[src/rtl/dma_done_pkg.sv]
package dma_done_pkg;
  typedef enum logic [1:0] {
    PIN_OFF = 2'b00,
    PIN_IN  = 2'b01,
    PIN_OUT = 2'b10,
    PIN_OD  = 2'b11
  } pin_mode_e;

  localparam int STOP_LAT = 3;
  localparam int ST_W     = 4;
  localparam int ST_EXT   = 0;
  localparam int ST_XFER  = 1;
  localparam int ST_CHAIN = 2;
  localparam int ST_PERR  = 3;
endpackage

[src/rtl/dma_done_sync.sv]
module dma_done_sync #(
  parameter int STAGES = 2
) (
  input  logic clk_i,
  input  logic rst_ni,
  input  logic d_i,
  output logic q_o
);
  logic [STAGES-1:0] ff_q;

  always_ff @(posedge clk_i or negedge rst_ni) begin
    if (!rst_ni) ff_q <= '0;
    else         ff_q <= {ff_q[STAGES-2:0], d_i};
  end

  assign q_o = ff_q[STAGES-1];
endmodule

[src/rtl/dma_done_pin.sv]
module dma_done_pin
  import dma_done_pkg::*;
(
  input  logic [1:0] mode_i,
  input  logic       assert_i,
  output logic       drv_no,
  output logic       oe_o
);
  always_comb begin
    drv_no = 1'b1;
    oe_o   = 1'b0;
    unique case (pin_mode_e'(mode_i))
      PIN_OUT: begin
        oe_o   = 1'b1;
        drv_no = ~assert_i;
      end
      PIN_OD: begin
        // open drain: enable only while pulling low
        oe_o   = assert_i;
        drv_no = ~assert_i;
      end
      default: begin
        oe_o   = 1'b0;
        drv_no = 1'b1;
      end
    endcase
  end
endmodule

[src/rtl/dma_done_seq.sv]
module dma_done_seq
  import dma_done_pkg::*;
(
  input  logic            clk_i,
  input  logic            rst_ni,
  input  logic            start_i,
  input  logic            ack_i,
  input  logic            last_xfer_i,
  input  logic            last_desc_i,
  input  logic            chain_end_i,
  input  logic            chain_en_i,
  input  logic [1:0]      mode_i,
  input  logic            ext_rise_i,
  input  logic            self_done_i,
  input  logic [ST_W-1:0] clr_i,
  output logic            active_o,
  output logic            hon_o,
  output logic            stop_o,
  output logic            next_o,
  output logic            term_o,
  output logic [ST_W-1:0] status_o
);
  logic                active_q;
  logic [ST_W-1:0]     status_q, set_v;
  logic [STOP_LAT-1:0] stop_pipe_q;
  logic                next_q, term_q;
  logic                sample_en, hon, perr_ev;
  logic                desc_end, chain_last, ext_full, ext_cont;
  logic                term_ev, next_ev;

  always_comb begin
    sample_en  = mode_i[0] & active_q;
    hon        = sample_en & ext_rise_i & ack_i;
    perr_ev    = sample_en & ext_rise_i & ~ack_i;
    // an honoured external done overrides a coincident normal end
    desc_end   = active_q & ack_i & last_xfer_i & ~hon;
    chain_last = desc_end & (last_desc_i | ~chain_en_i);
    ext_full   = hon & (chain_end_i | ~chain_en_i);
    ext_cont   = hon & ~chain_end_i & chain_en_i;
    term_ev    = ext_full | chain_last;
    next_ev    = ext_cont | (desc_end & ~chain_last);

    set_v           = '0;
    set_v[ST_EXT]   = hon | (self_done_i & (pin_mode_e'(mode_i) == PIN_OD));
    set_v[ST_XFER]  = hon | desc_end;
    set_v[ST_CHAIN] = term_ev;
    set_v[ST_PERR]  = perr_ev;
  end

  always_ff @(posedge clk_i or negedge rst_ni) begin
    if (!rst_ni) begin
      active_q    <= 1'b0;
      status_q    <= '0;
      stop_pipe_q <= '0;
      next_q      <= 1'b0;
      term_q      <= 1'b0;
    end else begin
      if (start_i)      active_q <= 1'b1;
      else if (term_ev) active_q <= 1'b0;
      status_q    <= (status_q & ~clr_i) | set_v;
      stop_pipe_q <= {stop_pipe_q[STOP_LAT-2:0], hon};
      next_q      <= next_ev;
      term_q      <= term_ev;
    end
  end

  assign active_o = active_q;
  assign hon_o    = hon;
  assign stop_o   = stop_pipe_q[STOP_LAT-1];
  assign next_o   = next_q;
  assign term_o   = term_q;
  assign status_o = status_q;
endmodule

[src/rtl/dma_done_ctrl.sv]
module dma_done_ctrl
  import dma_done_pkg::*;
#(
  parameter int SYNC_STAGES = 2
) (
  input  logic        clk_i,
  input  logic        rst_ni,
  input  logic        start_i,
  input  logic        ack_i,
  input  logic        last_xfer_i,
  input  logic        last_desc_i,
  input  logic        chain_end_i,
  input  logic        chain_en_i,
  input  logic [1:0]  pin_mode_i,
  input  logic [3:0]  clr_i,
  input  logic        done_ni,
  output logic        done_no,
  output logic        done_oe_o,
  output logic        stop_req_o,
  output logic        chain_next_o,
  output logic        terminate_o,
  output logic        st_ext_o,
  output logic        st_xfer_o,
  output logic        st_chain_o,
  output logic        st_perr_o,
  output logic        xfer_active_o
);
  logic            ext_s, ext_q, ext_rise;
  logic            active, hon, self_done;
  logic [ST_W-1:0] status;

  dma_done_sync #(.STAGES(SYNC_STAGES)) u_sync (
    .clk_i (clk_i),
    .rst_ni(rst_ni),
    .d_i   (~done_ni),
    .q_o   (ext_s)
  );

  always_ff @(posedge clk_i or negedge rst_ni) begin
    if (!rst_ni) ext_q <= 1'b0;
    else         ext_q <= ext_s;
  end
  assign ext_rise = ext_s & ~ext_q;

  assign self_done = active & ack_i & last_xfer_i & (last_desc_i | ~chain_end_i);

  dma_done_pin u_pin (
    .mode_i  (pin_mode_i),
    .assert_i(self_done),
    .drv_no  (done_no),
    .oe_o    (done_oe_o)
  );

  dma_done_seq u_seq (
    .clk_i      (clk_i),
    .rst_ni     (rst_ni),
    .start_i    (start_i),
    .ack_i      (ack_i),
    .last_xfer_i(last_xfer_i),
    .last_desc_i(last_desc_i),
    .chain_end_i(chain_end_i),
    .chain_en_i (chain_en_i),
    .mode_i     (pin_mode_i),
    .ext_rise_i (ext_rise),
    .self_done_i(self_done),
    .clr_i      (clr_i),
    .active_o   (active),
    .hon_o      (hon),
    .stop_o     (stop_req_o),
    .next_o     (chain_next_o),
    .term_o     (terminate_o),
    .status_o   (status)
  );

  assign xfer_active_o = active;
  assign st_ext_o      = status[ST_EXT];
  assign st_xfer_o     = status[ST_XFER];
  assign st_chain_o    = status[ST_CHAIN];
  assign st_perr_o     = status[ST_PERR];
endmodule

[config.mk]
export PLATFORM = sky130hd
export DESIGN_NAME = dma_done_ctrl
export DESIGN_NICKNAME = d
export VERILOG_FILES = /design/src/rtl/dma_done_pkg.sv /design/src/rtl/dma_done_sync.sv /design/src/rtl/dma_done_pin.sv /design/src/rtl/dma_done_seq.sv /design/src/rtl/dma_done_ctrl.sv
export SDC_FILE = /design/constraint.sdc
export NUM_CORES = 1
export LEC_CHECK = 0
export ABC_AREA = 1
export BUFFER_PORTS_ARGS = -buffer_cell sky130_fd_sc_hd__buf_4
export CORE_AREA = 2 2 39 41
export CTS_CLUSTER_SIZE = 14
export DETAILED_ROUTE_END_ITERATION = 10
export DIE_AREA = 0 0 41 43
export GPL_TIMING_DRIVEN = 1
export PLACE_DENSITY_LB_ADDON = 0.25
export REMOVE_ABC_BUFFERS = 1
export SLEW_MARGIN = 40
export SYNTH_ARGS = -nofsm -noshare
export SYNTH_HDL_FRONTEND = slang
export SYNTH_HIERARCHICAL = 1
export SYNTH_SLANG_ARGS = --single-unit
[constraint.sdc]
create_clock -name clk_i -period 1.1 [get_ports clk_i]
set_input_delay 0.055 -clock clk_i [delete_from_list [all_inputs] [get_ports clk_i]]
set_output_delay 0.055 -clock clk_i [all_outputs]
set_load 0.01 [all_outputs]
==> metrics <==
Final Non-Filler Cells ~110; crit path time final 1120 ps; clk sinks 13; initial core utilization just under 40%; r2r setup slk 10 ps; worst setup path class reg2out; clk_lat worst skew 270 ps; hold path startpoint pin_mode_i[1]; Die Height 43 um; crit-path cells nand3_2 -> nor2_2 -> nand2_2 -> nand2_2 -> buf_6; drt pass-1 iters 4; Final Hold Viols 0; Final setup viols 1; Die X 41 um; Least-Margin Pin Slew 160 ps; Clock Skew 3.42 ps; crit-path most repeated cell nand2_2; failing checks negative setup slack; via count slightly below 500; CTS tree built; DP HPWL around 810 um; CP max-delay cell dfrtp_2; Avg WL per Cell 10.8 um; layout cell share with drive strength beyond 1 46.2%; FMAX 891 MHz; Worst Reg-to-Reg Cells 6; # IOs 25; Antenna Nets Post-Route 0; routability cong. ~0.80; MaxCap Viol Count 0; Worst VDD drop slightly below 0.7 mV; Place WS 14.6 ps; Synth Warn # 6; sequential share of the synthesized area 60.9%; area of the core 1380 sq um; RSZ-0062 raised after global routing yes; R2R Path Start u_seq/active_o; Nets approximately 110; total global routing overflow 0; Setup crit start kind flip-flop; period utilisation layout 102%; initial detailed-routing violation count 12; Crit path largest cell delay 370 ps; Reg-to-Reg End u_seq/active_o; Seq cells post-synth 13; largest net degree at the start of global routing 14; Post-Syn Instances 56; CTS buffer count 3; Slew HR between 80% and 90%; Worst Hold Depth 3; Post-Syn Area 534 sq um; die footprint 1760 sq um; CTS Buffer Depth 2; Inserted Diodes 0; # fillers 108; count of different cell masters after synthesis 13; type of the worst min-delay path in2reg; commonest non-fill, non-tap cell in the layout buf_4; Synth Area per Inst roughly 9.5 sq um; Port Buf Inserts 24; Cell Rows 14; crit-path max FO 2; most frequent cells in the layout buf_4, inv_1, dfrtp_1; status complete, but fails checks; vias per cell 4.55; CP Data Required Time 1040 ps; first-pass GRT wire length 1740 um; vias in the first global route 468; Setup WS post-layout -22.5 ps; H-tree Lvls 1; Clk Tree Root Cell clkbuf_4; Placed Cells 96; crit end category output pin; Layout area overhead 66.3%; Static Leak 0.468 nW; Data arrival, critical path 1070 ps; crit path from u_seq/active_o; Hold Crit Endpoint u_seq/status_o[0]; final WL 1180 um; initial antenna violation count 0; drt drc 0; Clock Pin Slew Worst Setup and Hold Paths 80 ps; Slew Limit Fails 0; pwr/cell area 1170 nW/um^2; Min Hold Slack 32.4 ps; Total GRT Usage 14.7%
==> registers in the layout, indices dropped and copies added, names as in the netlist <==
name / flops
u_sync/ff_q: 2
u_seq/status_o: 4
u_seq/active_o: 1
u_seq/stop_pipe_q: 3
u_seq/term_o: 1
ext_q: 1
u_seq/next_o: 1
==> area by class of cell <==
| class | instances | area (sq um) | area share (%) |
|---|---|---|---|
| inverter | 14 | 52.6 | 5.92 |
| clock inverter | 1 | 5.00 | 0.563 |
| sequential | 13 | 327 | 36.8 |
| tap | 16 | 20.0 | 2.25 |
| multi-input combinational | 29 | 186 | 21.0 |
| clock buffer | 3 | 22.5 | 2.54 |
| timing repair buffer | 33 | 275 | 31.0 |
==> Yosys cell counts <==
library cell / number / area [sq um]
nor2_1: 5 / 18.8
nand2_1: 8 / 30.0
o22ai_1: 1 / 6.26
inv_1: 14 / 52.6
dfrtp_1: 13 / 325
nand2_2: 2 / 12.5
o211ai_1: 1 / 7.51
nor2_2: 1 / 6.26
nand3_1: 5 / 25.0
o221ai_1: 1 / 8.76
nand3_2: 2 / 20.0
o21ai_1: 2 / 10.0
nor2_4: 1 / 11.3
==> where the power goes <==
part	leakage [nW]	switching, W	internal (W)	total, W
sequential	0.164	0.0000145	0.000508	0.000523
clock	0.0177	0.000160	0.000135	0.000295
combinational	0.286	0.000101	0.000118	0.000219
==> how the worst max path moves through the flow <==
| stage | endpoint | slack, ps | cells after the start |
|---|---|---|---|
| after floorplan | u_seq/active_o | 130 | 5 |
| after global placement | u_seq/next_o | 50 | 5 |
| after detailed placement | u_seq/next_o | 10 | 6 |
| after CTS | done_oe_o | -40 | 5 |
| after global routing | done_oe_o | -60 | 5 |
| final | done_oe_o | -20 | 5 |
==> metal layers <==
layer / routed length [um] / vias up / GRT usage (%) / part of all wire [%]
li1: - / 245 / - / -
met1: 507 / 232 / 15.9 / 43
met2: 590 / 19 / 24.7 / 50
met3: 82 / 0 / 3.14 / 6.9
met4: 0 / 0 / 8.00 / 0
met5: 0 / - / 0 / 0
==> per-stage QoR <==
step | TNS [ps] | utilization, % | cell area [sq um] | power [W]
2_1_floorplan | 0 | - | 534 | 0.000600
3_3_place_gp | 0 | 53.1 | 734 | 0.000704
3_5_place_dp | 0 | 53.1 | 734 | 0.000706
4_1_cts | -63.6 | 62.5 | 865 | 0.00104
5_1_grt | -120 | 64.2 | 888 | 0.00110
6_report | -22.5 | 64.2 | 888 | 0.00104
==> kinds of logic (layout without fill, tap and decap cells) <==
family / after synthesis / count (layout) / synth area share (%)
and+or+nand+nor: 24 / 24 / 23.2
buffers and inverters: 14 / 51 / 9.84
DFF: 13 / 13 / 60.9
AOI/OAI and AO/OA: 5 / 5 / 6.09
==> worst max-delay path, delay by kind of cell, from the launching register on <==
family	cells	cell delay, ps
flops	1	370
buf+inv	1	90
simple gates	4	330
==> timing repair <==
| action | CTS | global route |
|---|---|---|
| gates resized for setup | 5 | 7 |
| endpoints found under the setup margin | 4 | 6 |
| hold buffers | 8 | 0 |
| gates cloned | 0 | 0 |
| setup buffers | 1 | 0 |
| pin swaps | 4 | 6 |
| endpoints found under the hold margin | 19 | 0 |
No activity file was read; power rests on OpenSTA's default activity.
